$ cat src/rtl/dsp_arb_pkg.sv
package dsp_arb_pkg;
  typedef enum logic [2:0] {
    ST_IDLE,
    ST_WAIT_BRG,
    ST_DSP_OWN,
    ST_DSP_HOLD,
    ST_BRG_PREEMPT,
    ST_RELEASE
  } arb_state_e;
endpackage

$ cat src/rtl/dsp_req_detect.sv
module dsp_req_detect #(
  parameter int unsigned STAT_W   = 4,
  parameter int unsigned LAST_BIT = 0
) (
  input  logic              strb_ni,
  input  logic [STAT_W-1:0] stat_i,
  output logic              req_o,
  output logic              last_o
);
  localparam logic [STAT_W-1:0] IdleStat = '1;

  // any status line low plus strobe low marks an active word
  assign req_o  = !strb_ni && (stat_i != IdleStat);
  assign last_o = !stat_i[LAST_BIT];
endmodule

$ cat src/rtl/dsp_arb_fsm.sv
module dsp_arb_fsm
  import dsp_arb_pkg::*;
(
  input  logic clk_i,
  input  logic rst_ni,
  input  logic req_i,
  input  logic last_i,
  input  logic rnw_i,
  input  logic fifo_full_i,
  input  logic brg_busy_i,
  input  logic brg_req_i,
  input  logic brg_rd_i,
  input  logic brg_done_i,
  output logic accept_o,
  output logic aen_no,
  output logic den_no,
  output logic rdy_no,
  output logic brg_gnt_o
);
  arb_state_e state_q, state_d;
  logic own, preempt, stall;

  assign own     = (state_q == ST_DSP_OWN);
  assign preempt = own && req_i && rnw_i && brg_req_i && brg_rd_i;
  assign stall   = own && req_i && !rnw_i && fifo_full_i;
  assign accept_o = own && req_i && !preempt && !stall;

  always_comb begin
    state_d = state_q;
    unique case (state_q)
      ST_IDLE:        if (req_i) state_d = ST_WAIT_BRG;
      ST_WAIT_BRG:    if (!brg_busy_i) state_d = ST_DSP_OWN;
      ST_DSP_OWN: begin
        if (preempt)                 state_d = ST_BRG_PREEMPT;
        else if (stall)              state_d = ST_DSP_HOLD;
        else if (accept_o && last_i) state_d = ST_RELEASE;
      end
      ST_DSP_HOLD:    if (!fifo_full_i) state_d = ST_DSP_OWN;
      ST_BRG_PREEMPT: if (brg_done_i) state_d = ST_DSP_OWN;
      ST_RELEASE:     state_d = ST_IDLE;
      default:        state_d = ST_IDLE;
    endcase
  end

  always_ff @(posedge clk_i or negedge rst_ni) begin
    if (!rst_ni) state_q <= ST_IDLE;
    else         state_q <= state_d;
  end

  assign aen_no    = !(own || state_q == ST_DSP_HOLD);
  assign den_no    = aen_no;
  assign rdy_no    = !accept_o;
  assign brg_gnt_o = (state_q == ST_IDLE) || (state_q == ST_BRG_PREEMPT);


  wait_busy_chk: assert property (@(posedge clk_i) disable iff (!rst_ni)
    (state_q == ST_WAIT_BRG && brg_busy_i) |=> state_q == ST_WAIT_BRG);

  wait_grant_chk: assert property (@(posedge clk_i) disable iff (!rst_ni)
    (state_q == ST_WAIT_BRG && !brg_busy_i) |=> state_q == ST_DSP_OWN);

  preempt_return_chk: assert property (@(posedge clk_i) disable iff (!rst_ni)
    (state_q == ST_BRG_PREEMPT && brg_done_i) |=> state_q == ST_DSP_OWN);

  hold_keep_chk: assert property (@(posedge clk_i) disable iff (!rst_ni)
    (state_q == ST_DSP_HOLD && fifo_full_i) |=> state_q == ST_DSP_HOLD);
endmodule

$ cat src/rtl/dsp_push_gen.sv
module dsp_push_gen #(
  parameter int unsigned DATA_W = 32
) (
  input  logic              accept_i,
  input  logic              rnw_i,
  input  logic [DATA_W-1:0] data_i,
  output logic              push_o,
  output logic [DATA_W-1:0] push_data_o
);
  assign push_o      = accept_i && !rnw_i;
  assign push_data_o = push_o ? data_i : '0;
endmodule

$ cat src/rtl/dsp_bus_arbiter.sv
module dsp_bus_arbiter #(
  parameter int unsigned DATA_W = 32,
  parameter int unsigned STAT_W = 4
) (
  input  logic              clk_i,
  input  logic              rst_ni,
  input  logic              dsp_strb_ni,
  input  logic [STAT_W-1:0] dsp_stat_i,
  input  logic              dsp_rnw_i,
  input  logic [DATA_W-1:0] dsp_data_i,
  input  logic              fifo_full_i,
  input  logic              brg_busy_i,
  input  logic              brg_req_i,
  input  logic              brg_rd_i,
  input  logic              brg_done_i,
  output logic              dsp_aen_no,
  output logic              dsp_den_no,
  output logic              dsp_rdy_no,
  output logic              brg_gnt_o,
  output logic              push_o,
  output logic [DATA_W-1:0] push_data_o
);
  logic req, last, accept;

  dsp_req_detect #(.STAT_W(STAT_W), .LAST_BIT(0)) u_req (
    .strb_ni(dsp_strb_ni), .stat_i(dsp_stat_i), .req_o(req), .last_o(last)
  );

  dsp_arb_fsm u_fsm (
    .clk_i(clk_i), .rst_ni(rst_ni), .req_i(req), .last_i(last),
    .rnw_i(dsp_rnw_i), .fifo_full_i(fifo_full_i), .brg_busy_i(brg_busy_i),
    .brg_req_i(brg_req_i), .brg_rd_i(brg_rd_i), .brg_done_i(brg_done_i),
    .accept_o(accept), .aen_no(dsp_aen_no), .den_no(dsp_den_no),
    .rdy_no(dsp_rdy_no), .brg_gnt_o(brg_gnt_o)
  );

  dsp_push_gen #(.DATA_W(DATA_W)) u_push (
    .accept_i(accept), .rnw_i(dsp_rnw_i), .data_i(dsp_data_i),
    .push_o(push_o), .push_data_o(push_data_o)
  );


  excl_gnt_chk: assert property (@(posedge clk_i) disable iff (!rst_ni)
    !dsp_aen_no |-> !brg_gnt_o);

  rdy_owner_chk: assert property (@(posedge clk_i) disable iff (!rst_ni)
    !dsp_rdy_no |-> (!dsp_den_no && !dsp_strb_ni));

  last_release_chk: assert property (@(posedge clk_i) disable iff (!rst_ni)
    (!dsp_rdy_no && !dsp_stat_i[0]) |=> dsp_aen_no);

  no_push_full_chk: assert property (@(posedge clk_i) disable iff (!rst_ni)
    fifo_full_i |-> !push_o);

  no_push_read_chk: assert property (@(posedge clk_i) disable iff (!rst_ni)
    dsp_rnw_i |-> !push_o);
endmodule

$ cat config.mk
export PLATFORM = sky130hd
export DESIGN_NAME = dsp_bus_arbiter
export DESIGN_NICKNAME = d
export VERILOG_FILES = /design/src/rtl/dsp_arb_pkg.sv /design/src/rtl/dsp_req_detect.sv /design/src/rtl/dsp_arb_fsm.sv /design/src/rtl/dsp_push_gen.sv /design/src/rtl/dsp_bus_arbiter.sv
export SDC_FILE = /design/constraint.sdc
export NUM_CORES = 1
export LEC_CHECK = 0
export CORE_MARGIN = 1.5
export CORE_UTILIZATION = 24
export CTS_CLUSTER_DIAMETER = 100
export DETAILED_ROUTE_END_ITERATION = 10
export PLACE_DENSITY_LB_ADDON = 0.2
export SLEW_MARGIN = 20
export SYNTH_ARGS = -nofsm -noshare
export SYNTH_HDL_FRONTEND = slang
export SYNTH_SLANG_ARGS = --single-unit
$ cat constraint.sdc
create_clock -name clk_i -period 2.5 [get_ports clk_i]
set_clock_uncertainty 0.1 [all_clocks]
set_input_delay 0.25 -clock clk_i [delete_from_list [all_inputs] [get_ports clk_i]]
set_output_delay 0.25 -clock clk_i [all_outputs]
set_load 0.01 [all_outputs]
Yosys cells after proc, flatten, opt, wreduce, memory -nomap -nowiden
Cells that the tools add are included.
Cells by class
  add/sub/neg operators: 0
  multiply operators: 0
  div/mod/pow operators: 0
  $lt $le $gt $ge: 0
  equal/unequal tests: 10
  shifts and indexed selects: 0
  mux-type cells: 9
  bitwise operators: 0
  reduce and logical (&&, ||, !) cells: 22
Operators by type and width (number)
  $mux W32: 1
  $mux W3: 7
  $pmux W3 S5: 1
  $logic_and A1 B1 Y1: 11
  $ne A4 B4 Y1 const B: 2
  $logic_not A1 Y1: 7
  $eq A3 B2 Y1 const B: 2
  $ne A2 B2 Y1 const B: 3
  $reduce_and A5 Y1: 1
  $eq A3 B1 Y1 const B: 1
  $eq A3 B3 Y1 const B: 1
  $logic_not A3 Y1: 1
  $logic_or A1 B1 Y1: 2
  $ne A2 B1 Y1 const B: 1
Storage, ports and cells
  flip-flop bits (word level): 3
  bits in latches: 0
  bits in writable memories: 0
  bits in read-only memories: 0
  input bits: 45
  output and inout bits: 37
  memories kept: 0

Longest topological paths before layout
Gate-level depths: netlist (run 1).
  depth after elaboration: 14
  gate-level depth with buffers: 5
  depth with buffers taken out: 4

By module
A second synthesis (run 1) with hierarchy kept.
Unflattened totals
  cell total of the unflattened synthesis: 75
  area, all modules: 645.6 sq um
By module, submodules not included
  dsp_push_gen: instances 1, cells an instance 39, area an instance 339.1 sq um, seq. area each 0.0 sq um
  dsp_arb_fsm: instances 1, cells an instance 34, area an instance 286.5 sq um, seq. area each 75.1 sq um
  dsp_req_detect: instances 1, cells an instance 2, area an instance 20.0 sq um, seq. area each 0.0 sq um

Worst setup path after synthesis (run 1)
No wires, ideal clock.
  path type: register to output
  start: reg u_fsm.state_q[0]
  end: out push_data_o[0]
  data arrival time: 1356 ps
  slack: 794 ps
  cell stages (with the launch flop): 5
  path buffers: 1
  cells stage by stage: dfrtp_1 > nor3b_2 > nor4b_4 > buf_6 > and2_2
Between the ends
  word-level cells in the longest chain between the ends: 10
  elaborated cells between the ends (all ways): 13
Ends and longest elaborated chain
  start: declaration: RTL line dsp_arb_fsm.sv:20  | arb_state_e state_q, state_d;
  start signal: assignment: RTL line dsp_arb_fsm.sv:47  | else state_q <= state_d;
  $eq A3 B2 Y1 *: RTL line dsp_arb_fsm.sv:23  | assign own = (state_q == ST_DSP_OWN);
  $logic_and A1 B1 Y1 *: RTL line dsp_arb_fsm.sv:24, dsp_arb_fsm.sv:25, dsp_arb_fsm.sv:26
  $logic_and A1 B1 Y1 (3 in series): RTL line dsp_arb_fsm.sv:24  | assign preempt = own && req_i && rnw_i && brg_req_i && brg_rd_i;
  $logic_not A1 Y1: RTL line dsp_arb_fsm.sv:26  | assign accept_o = own && req_i && !preempt && !stall;
  $logic_and A1 B1 Y1: RTL line dsp_arb_fsm.sv:26
  $logic_and A1 B1 Y1 *: RTL line dsp_arb_fsm.sv:26
  $logic_and A1 B1 Y1 *: RTL line dsp_push_gen.sv:10  | assign push_o = accept_i && !rnw_i;
  named net push_o: RTL line dsp_bus_arbiter.sv:20  | output logic push_o,
  $mux W32 *: RTL line dsp_push_gen.sv:11  | assign push_data_o = push_o ? data_i : '0;
  end: declaration: RTL line dsp_bus_arbiter.sv:21  | output logic [DATA_W-1:0] push_data_o
Mark *: on every way through the listed nets, which the timed path passes. The rest lies on a longest branch.

Final worst setup path (run 1)
  start: in dsp_stat_i[2]
  end: out push_data_o[20]
Between the ends
  word-level cells in the longest chain between the ends: 11
  elaborated cells between the ends (all ways): 14
Ends and longest elaborated chain
  start: declaration: RTL line dsp_bus_arbiter.sv:8  | input logic [STAT_W-1:0] dsp_stat_i,
  $ne A4 B4 Y1 *: RTL line dsp_req_detect.sv:13  | assign req_o = !strb_ni && (stat_i != IdleStat);
  $logic_and A1 B1 Y1 *: RTL line dsp_req_detect.sv:13
  $logic_and A1 B1 Y1 *: RTL line dsp_arb_fsm.sv:24, dsp_arb_fsm.sv:25, dsp_arb_fsm.sv:26
  $logic_and A1 B1 Y1 (3 in series): RTL line dsp_arb_fsm.sv:24
  $logic_not A1 Y1: RTL line dsp_arb_fsm.sv:26
  $logic_and A1 B1 Y1: RTL line dsp_arb_fsm.sv:26
  $logic_and A1 B1 Y1 *: RTL line dsp_arb_fsm.sv:26
  $logic_and A1 B1 Y1 *: RTL line dsp_push_gen.sv:10
  $mux W32 *: RTL line dsp_push_gen.sv:11
Every way passes the cells marked *; elsewhere a longest branch is shown, timed or not.

==> results of run 1 <==
-- power groups by stage --
stage | combinational [uW] | clock (uW) | sequential [uW]
2_1_floorplan | 212 | 0 | 95.8
3_3_place_gp | 395 | 0 | 104
3_5_place_dp | 405 | 0 | 106
4_1_cts | 418 | 90.4 | 104
5_1_grt | 462 | 94.7 | 109
6_report | 435 | 85.4 | 106
-- layout make-up --
type / count / area (um2)
Multi-Input combinational cell: 58 / 415
Sequential cell: 3 / 77.6
Inverter: 1 / 3.75
Clock buffer: 4 / 26.3
Fill cell: 158 / 524
Timing Repair Buffer: 90 / 961
Tap cell: 27 / 33.8
-- logic make-up (layout without fill, tap and decap cells) --
| kind of cell | after synthesis | count (layout) |
|---|---|---|
| buf+inv | 6 | 95 |
| flops | 3 | 3 |
| simple gates | 49 | 49 |
| compound gates | 9 | 9 |
-- placed cells by master, fill, tap and decap left out, drive strengths merged --
master / synthesis / routed
o21ai: 4 / 4
and3b: 1 / 1
nand3: 2 / 2
dlymetal6s2s: 0 / 30
nor2: 1 / 1
clkbuf: 0 / 4
nor4b: 1 / 1
a2111o: 1 / 1
and2: 32 / 32
nand2: 1 / 1
dfrtp: 3 / 3
o31ai: 1 / 1
a41o: 1 / 1
o221ai: 1 / 1
nand2b: 3 / 3
inv: 1 / 1
nand4b: 2 / 2
and4: 1 / 1
nand4: 3 / 3
buf: 5 / 9
clkdlybuf4s50: 0 / 51
a2111oi: 1 / 1
nor3b: 2 / 2
-- layer usage --
metal / wire length [um] / share of wire, % / up-vias / global-route usage [%]
met1: 985 / 39 / 393 / 19.0
met2: 1270 / 51 / 50 / 32.2
met5: 0 / 0 / - / 0
met3: 239 / 9.6 / 0 / 3.57
met4: 0 / 0 / 0 / 5.41
li1: - / - / 415 / -
-- repair_timing --
item / 4_1_cts / 5_1_grt
cloned: 0 / 2
setup endpoints to repair: 25 / 32
pin swaps: 1 / 2
resized for setup: 0 / 36
buffers inserted: 1 / 2
-- cell usage after synthesis --
cell type  number
buf_6           3
dfrtp_1         3
nor3b_1         1
o21ai_0         4
a2111oi_0       1
and4_1          1
nand3_1         2
buf_4           1
inv_1           1
and2_1         20
a41o_1          1
o31ai_1         1
buf_2           1
nor2_1          1
nand2b_1        3
nand4b_1        2
nor3b_2         1
nand2_1         1
and2_2         12
nor4b_4         1
nand4_1         3
and3b_1         1
a2111o_1        1
o221ai_1        1
-- how the worst min path moves through the flow --
stage	startpoint	endpoint	slack, ns	cells past startpoint
4_1_cts	rst_ni	u_fsm.state_q[2]	0.09	1
5_1_grt	rst_ni	u_fsm.state_q[2]	0.1	1
6_report	rst_ni	u_fsm.state_q[2]	0.1	1
2_1_floorplan	rst_ni	u_fsm.state_q[0]	-0.15	0
3_3_place_gp	rst_ni	u_fsm.state_q[1]	0.34	1
3_5_place_dp	rst_ni	u_fsm.state_q[0]	0.34	1
-- metrics by stage --
| step | TNS, ns | setup WS [ns] |
|---|---|---|
| after floorplan | 0 | 0.794 |
| after CTS | 0 | 0.0526 |
| final | 0 | 0.0260 |
| after global placement | 0 | 0.0730 |
| after global routing | -0.0204 | -0.0204 |
| after detailed placement | 0 | 0.0649 |
==> impl_metrics.env, run 1 <==
export IMPL_status="completed"
export IMPL_cts_tree="done"
export IMPL_critPathTopFamily="buffers and inverters"
export IMPL_max_clock_freq_mhz=404
export IMPL_power_density_nw_per_um2=413
export IMPL_path_depth=7
export IMPL_ff2ff_path_depth=5
export IMPL_dp_cells=174
export IMPL_synthesis_nets=112
export IMPL_syn_to_final_growth_pct=181
export IMPL_clkTransAtPathRegs_ns=0.04
export IMPL_path_class="in -> out"
export IMPL_hp_class="in -> async"
export IMPL_synth_xor_area_share_pct=0
export IMPL_final_nets=202
export IMPL_grtUsageTotal_pct=17.2
export IMPL_final_util_pct=74.3
export IMPL_insertion_delay_ns=0.23
export IMPL_root_buffer="clkbuf_4"
export IMPL_reg_top3="u_fsm.state_q: 3 flops"
export IMPL_hold_viol_final=0
export IMPL_syn_inst=67
export IMPL_intPower_uw=402
export IMPL_viasPerCell=4.69
export IMPL_synth_top_family_by_area="simple AND/OR/NAND/NOR gates"
export IMPL_final_area_um2=1520
export IMPL_total_power_uw=627
export IMPL_irDropWorstVdd_uv=413
export IMPL_switching_share_pct=35.8
export IMPL_crit_fanout=8
export IMPL_wl_per_cell_um=13.6
export IMPL_grt_pass1_wl_um=3460
export IMPL_antenna_left=0
export IMPL_cts_buffers=3
export IMPL_ys_types=24
export IMPL_cts_hold_buf=0
export IMPL_synth_area_um2=541
export IMPL_synth_compound_area_share_pct=12.3
export IMPL_rows=16
export IMPL_whs_ns=0.0983
export IMPL_tightest_slew_ns=0.445
export IMPL_clock_sinks=3
export IMPL_muxShareOfSynthArea_pct=0
export IMPL_max_cap_violations=0
export IMPL_reg2reg_to="u_fsm.state_q[1]"
export IMPL_drive_gt1_share_pct=17.9
export IMPL_critical_path_arrival_ns=2.12
export IMPL_vias=858
export IMPL_firstDrtPassIters=4
export IMPL_numPortBuffers=81
export IMPL_die_x_um=50.5
export IMPL_overflow=0
export IMPL_synth_top_cell_by_area="and2_1"
export IMPL_ios=82
export IMPL_slowest_stage="clkdlybuf4s50_1"
export IMPL_drt_iter0_drc=10
export IMPL_crit_start="dsp_stat_i[2]"
export IMPL_syn_avg_cell_area_um2=8.07
export IMPL_die_y_um=50.5
export IMPL_min_period_over_period_pct=99.0
export IMPL_cpPeakStageDelay_ns=0.53
export IMPL_cp_endpoint="push_data_o[20]"
export IMPL_slew_headroom_pct=69.5
export IMPL_clk_path_buf_depth=2
export IMPL_n_antenna_cell=0
export IMPL_grt_pass1_vias=780
export IMPL_cts_max_level=1
export IMPL_die_area_um2=2550
export IMPL_ys_ff_latch=3
export IMPL_leakagePower_uw=0.00113
export IMPL_synth_top_cell_area_share_pct=23.1
export IMPL_placed_cell_area_um2=1370
export IMPL_synthSimpleGateAreaFrac_pct=64.6
export IMPL_core_area_um2=2040
export IMPL_start_util_pct=26.5
export IMPL_synth_area_top_cells="and2_1 (23%), and2_2 (17%), dfrtp_1 (14%), buf_6 (6.2%), nor4b_4 (4.4%)"
export IMPL_dp_hpwl_um=1960
export IMPL_cp_data_required_time_ns=2.15
export IMPL_r2r_setup_slack_ns=0.82
export IMPL_largest_register_ffs=3
export IMPL_place_congestion=0.717
export IMPL_routed_wl_um=2490
export IMPL_drcViolationCount=0
export IMPL_cp_end_kind="primary output"
export IMPL_grt_max_degree=18
export IMPL_timing_rr_start="u_fsm.state_q[2]"
export IMPL_power_switching_uw=224
export IMPL_maxSlewViolCount=0
export IMPL_p_comb_share_pct=69.4
export IMPL_top_register="u_fsm.state_q"
export IMPL_synth_fa_ha_area_share_pct=0
export IMPL_finalCriticalPeriod_ns=2.47
export IMPL_antenna_found_initial=0
export IMPL_clock_power_share_pct=13.6
export IMPL_critical_path_cell_chain="clkdlybuf4s50_1 > a41o_1 > nor4b_4 > buf_4 > buf_4 > and2_1 > clkdlybuf4s50_1"
export IMPL_stdcell_count=183
export IMPL_setup_viol=0
export IMPL_ys_warn_count=0
export IMPL_seq_area_frac_synth_pct=13.9
export IMPL_p_seq_share_pct=16.9
export IMPL_path_buf_inv=4
export IMPL_cp_start_kind="input pin"
(Power assumes the default switching activity.)
==> run 2: changes to the inputs <==
- CAP_MARGIN: not set -> 10
- PLACE_DENSITY: not set -> 0.91
- PLACE_DENSITY_LB_ADDON: 0.2 -> not set
- SETUP_SLACK_MARGIN: not set -> 0.1
==> impl_metrics.env, run 2 (synthesized netlist as in run 1, its figures left out) <==
export IMPL_p_seq_share_pct=17.5
export IMPL_syn_to_final_growth_pct=186
export IMPL_rows=16
export IMPL_leakagePower_uw=0.00119
export IMPL_slowest_stage="clkdlybuf4s50_1"
export IMPL_status="completed"
export IMPL_cp_data_required_time_ns=2.15
export IMPL_power_density_nw_per_um2=419
export IMPL_firstDrtPassIters=4
export IMPL_min_period_over_period_pct=90.5
export IMPL_path_buf_inv=4
export IMPL_nFillCells=128
export IMPL_p_comb_share_pct=69.0
export IMPL_critPathTopFamily="buffers and inverters"
export IMPL_clkTransAtPathRegs_ns=0.05
export IMPL_clock_power_share_pct=13.5
export IMPL_start_util_pct=26.5
export IMPL_vias=890
export IMPL_hold_viol_final=0
export IMPL_maxSlewViolCount=0
export IMPL_grt_pass1_vias=782
export IMPL_whs_ns=0.105
export IMPL_power_switching_uw=245
export IMPL_reg_top3="u_fsm.state_q: 3 flops"
export IMPL_crit_fanout=5
export IMPL_clk_path_buf_depth=2
export IMPL_ios=82
export IMPL_setup_tns_ns=0
export IMPL_top_layer_used="met4"
export IMPL_fin_ws_ns=0.237
export IMPL_cp_end_kind="primary output"
export IMPL_cts_tree="done"
export IMPL_slew_headroom_pct=72.9
export IMPL_cts_max_level=1
export IMPL_cts_buffers=3
export IMPL_numPortBuffers=81
export IMPL_switching_share_pct=37.8
export IMPL_wl_per_cell_um=18.0
export IMPL_die_area_um2=2550
export IMPL_finalCriticalPeriod_ns=2.26
export IMPL_antenna_left=0
export IMPL_intPower_uw=402
export IMPL_drcViolationCount=0
export IMPL_grt_pass1_wl_um=4060
export IMPL_irDropWorstVdd_uv=526
export IMPL_die_y_um=50.5
export IMPL_viasPerCell=4.89
export IMPL_n_antenna_cell=0
export IMPL_antenna_found_initial=0
export IMPL_routed_wl_um=3270
export IMPL_multiInputGateArea_um2=422
export IMPL_pre_cts_ws_ns=0.0144
export IMPL_place_congestion=0.839
export IMPL_total_power_uw=646
export IMPL_max_cap_violations=0
export IMPL_seq_area_um2=75.1
export IMPL_tightest_slew_ns=0.396
export IMPL_core_area_um2=2040
export IMPL_setup_viol=0
export IMPL_die_x_um=50.5
export IMPL_final_cell_mix="clkdlybuf4s50_1 (48), dlymetal6s2s_1 (33), and2_1 (20), and2_2 (12), buf_4 (6)"
export IMPL_overflow=0
export IMPL_final_nets=201
export IMPL_clock_sinks=3
export IMPL_root_buffer="clkbuf_4"
export IMPL_dr_wl_met2_um=1690
export IMPL_grtUsageTotal_pct=21.4
export IMPL_largest_register_ffs=3
export IMPL_critical_path_cell_chain="clkdlybuf4s50_1 > a41o_1 > buf_4 > buf_4 > nand4b_1 > clkdlybuf4s50_1"
export IMPL_dr_wl_met3_um=347
export IMPL_drive_gt1_share_pct=16.1
export IMPL_cts_hold_buf=0
export IMPL_top_register="u_fsm.state_q"
export IMPL_drt_iter0_drc=17
export IMPL_final_common_cell="clkdlybuf4s50_1"
export IMPL_hp_class="in -> async"
export IMPL_dp_hpwl_um=2270
export IMPL_critical_path_arrival_ns=1.91
export IMPL_cpPeakStageDelay_ns=0.56
export IMPL_insertion_delay_ns=0.24
export IMPL_cp_start_kind="input pin"
export IMPL_grt_setup_unrepaired="false"
export IMPL_grt_max_degree=34
export IMPL_path_class="in -> out"
export IMPL_met1Wirelength_um=1170
export IMPL_max_clock_freq_mhz=442
run 2: cell count changes in the layout (fill, tap and decap cells not counted), sizes merged:
cell	delta
buf	-2
clkbuf	+1
clkdlybuf4s50	-3
dlymetal6s2s	+3
run 2: final cells by class:
| cell class | instances | area share, % |
|---|---|---|
| clock buffers | 4 | 1.70 |
| inverters | 1 | 0.243 |
| repair buffers | 89 | 63.7 |
| multi-input cells | 58 | 27.3 |
| well taps | 27 | 2.19 |
| flip-flops and latches | 3 | 4.86 |
run 2: path summary, 6_finish.rpt:
check                            startpoint          endpoint  slack [ns]  cells past startpoint
min in group clk_i         u_fsm.state_q[2]  u_fsm.state_q[0]        0.55                      1
setup reg to reg           u_fsm.state_q[2]  u_fsm.state_q[1]        0.78                      5
hold reg to reg            u_fsm.state_q[2]  u_fsm.state_q[0]        0.55                      1
hold / removal                       rst_ni  u_fsm.state_q[0]        0.11                      1
max in group asynchronous            rst_ni  u_fsm.state_q[1]        2.02                      1
setup / recovery              dsp_stat_i[0]        dsp_rdy_no        0.24                      6
run 2: worst register-to-register path, stage by stage, from the launching register on:
cell and delay [ns]:
dfrtp_1 0.46, nor3b_4 0.24, buf_4 0.15, nand4_1 0.10, and4_1 0.19, a2111o_1 0.35
run 2: repair_timing:
action / CTS / global route
cloned: 0 / 1
endpoints found under the setup margin: 33 / 33
resized for setup: 1 / 33
setup buffers: 1 / 3
pin swaps: 1 / 0
run 2: power groups by stage:
stage | combinational [uW] | sequential [uW] | clock, uW
finish | 446 | 113 | 87.4
global route | 476 | 116 | 98.5
CTS | 432 | 111 | 84.2
detailed placement | 410 | 105 | 0
global placement | 399 | 103 | 0
floorplan | 212 | 95.8 | 0
run 2: routing by layer:
metal | vias to the layer above | track usage, %
met3 | 6 | 8.33
met4 | 0 | 6.76
met5 | - | 0
li1 | 412 | -
met1 | 413 | 21.7
met2 | 59 | 39.9
run 2: stage by stage:
stage          instance area [um2]  utilization (%)  std cells
2_1_floorplan                  541                -         67
3_3_place_gp                  1370             67.3        173
3_5_place_dp                  1370             67.3        173
4_1_cts                       1410             69.2        178
5_1_grt                       1540             75.6        182
6_report                      1540             75.6        182
==> run 3: changes to the inputs <==
- CAP_MARGIN: 10 -> 20
- clock period: 2.5 -> 2.85 ns (I/O delays scaled with it)
==> impl_metrics.env, run 3 (synthesized netlist as in run 1, its figures left out) <==
export IMPL_dr_wl_met2_um=1450
export IMPL_stdcell_count=175
export IMPL_multiInputGateArea_um2=422
export IMPL_grt_max_degree=34
export IMPL_clock_sinks=3
export IMPL_critPathTopFamily="buffers and inverters"
export IMPL_reg_top3="u_fsm.state_q: 3 flops"
export IMPL_timing_rr_start="u_fsm.state_q[1]"
export IMPL_hold_viol_final=0
export IMPL_routed_wl_um=2690
export IMPL_min_period_over_period_pct=91.9
export IMPL_top_register="u_fsm.state_q"
export IMPL_rows=16
export IMPL_cts_buffers=3
export IMPL_ff2ff_path_depth=4
export IMPL_vias=832
export IMPL_final_nets=194
export IMPL_root_buffer="clkbuf_4"
export IMPL_leakagePower_uw=0.000535
export IMPL_cp_start_kind="register"
export IMPL_numPortBuffers=81
export IMPL_nFillCells=173
export IMPL_finalCriticalPeriod_ns=2.62
export IMPL_antenna_found_initial=0
export IMPL_max_cap_violations=0
export IMPL_viasPerCell=4.75
export IMPL_start_util_pct=26.5
export IMPL_dp_cells=171
export IMPL_setup_viol=0
export IMPL_placed_cell_area_um2=1360
export IMPL_status="completed"
export IMPL_critical_path_cell_chain="nor3b_4 > nor4b_4 > buf_12 > and2_1 > clkdlybuf4s50_1"
export IMPL_grt_setup_unrepaired="false"
export IMPL_die_y_um=50.5
export IMPL_post_cts_setup_buffer_count=0
export IMPL_crit_fanout=33
export IMPL_cpPeakStageDelay_ns=0.56
export IMPL_whs_ns=0.149
export IMPL_clkTransAtPathRegs_ns=0.04
export IMPL_cp_end_kind="primary output"
export IMPL_irDropWorstVdd_uv=327
export IMPL_reg2reg_to="u_fsm.state_q[1]"
export IMPL_grt_pass1_vias=743
export IMPL_hp_class="in -> async"
export IMPL_final_area_um2=1390
export IMPL_tightest_slew_ns=0.376
export IMPL_cts_tree="done"
export IMPL_slowest_stage="clkdlybuf4s50_1"
export IMPL_final_cell_mix="clkdlybuf4s50_1 (81), and2_1 (20), and2_2 (12), o21ai_0 (4)"
export IMPL_drt_iter0_drc=13
export IMPL_setup_tns_ns=0
export IMPL_overflow=0
export IMPL_critical_path_arrival_ns=2.23
export IMPL_dr_wl_met3_um=285
export IMPL_slew_headroom_pct=74.3
export IMPL_firstDrtPassIters=4
export IMPL_largest_register_ffs=3
export IMPL_met1Wirelength_um=933
export IMPL_cts_resized=0
export IMPL_maxSlewViolCount=0
export IMPL_wl_per_cell_um=15.4
export IMPL_final_common_cell="clkdlybuf4s50_1"
export IMPL_insertion_delay_ns=0.23
export IMPL_place_congestion=0.725
export IMPL_clk_path_buf_depth=2
export IMPL_cts_hold_buf=0
export IMPL_pre_cts_ws_ns=0.266
export IMPL_cts_max_level=1
export IMPL_antenna_left=0
export IMPL_seq_area_um2=75.1
export IMPL_die_x_um=50.5
export IMPL_grtUsageTotal_pct=20.4
export IMPL_drive_gt1_share_pct=12.2
export IMPL_path_buf_inv=2
export IMPL_syn_to_final_growth_pct=157
export IMPL_power_density_nw_per_um2=380
export IMPL_die_area_um2=2550
export IMPL_r2r_setup_slack_ns=1.13
export IMPL_drcViolationCount=0
export IMPL_n_antenna_cell=0
export IMPL_ios=82
export IMPL_grt_pass1_wl_um=3870
export IMPL_path_class="reg -> out"
export IMPL_cp_data_required_time_ns=2.47
export IMPL_max_clock_freq_mhz=382
export IMPL_core_area_um2=2040
export IMPL_top_layer_used="met4"
export IMPL_fin_ws_ns=0.230
run 3: cell count changes in the layout (fill, tap and decap cells not counted), sizes merged:
cell | previous run | this run
clkbuf | 5 | 4
clkdlybuf4s50 | 48 | 81
dlymetal6s2s | 33 | 0
buf | 7 | 1
run 3: where the power goes:
group / switching [uW] / internal [uW]
Clock: 21.3 / 52.4
Sequential: 48.0 / 64.2
Combinational: 129 / 213
Total: 198 / 330
run 3: worst max path at each step:
stage / start / endpoint / slack [ns] / cells past startpoint
after floorplan: u_fsm.state_q[0] / push_data_o[0] / 1.11 / 4
after global placement: dsp_stat_i[0] / push_data_o[9] / 0.28 / 6
after detailed placement: dsp_stat_i[2] / push_data_o[9] / 0.27 / 6
after CTS: u_fsm.state_q[1] / push_data_o[24] / 0.21 / 5
after global routing: u_fsm.state_q[1] / push_data_o[9] / 0.12 / 5
final: u_fsm.state_q[1] / push_data_o[24] / 0.23 / 5
run 3: layout make-up:
class / instances / area share (%)
inverters: 1 / 0.270
well taps: 27 / 2.43
repair buffers: 82 / 59.7
flip-flops and latches: 3 / 5.40
clock buffers: 4 / 1.89
multi-input cells: 58 / 30.3
run 3: per-layer routing:
| layer | global-route usage, % | up-vias |
|---|---|---|
| met3 | 6.55 | 4 |
| li1 | - | 396 |
| met2 | 39.5 | 52 |
| met4 | 8.11 | 0 |
| met1 | 19.6 | 380 |
| met5 | 0 | - |
run 3: worst reg2reg max path: cells and delay by family (launching register included):
family	cells	cell delay, ns
AOI/OAI and AO/OA	1	0.34
DFF	1	0.50
and+or+nand+nor	3	0.66
run 3: stage by stage:
step | util (%) | power [uW]
after floorplan | - | 270
after global placement | 66.5 | 428
after detailed placement | 66.5 | 439
after CTS | 67.8 | 516
after global routing | 68.1 | 566
final | 68.1 | 528
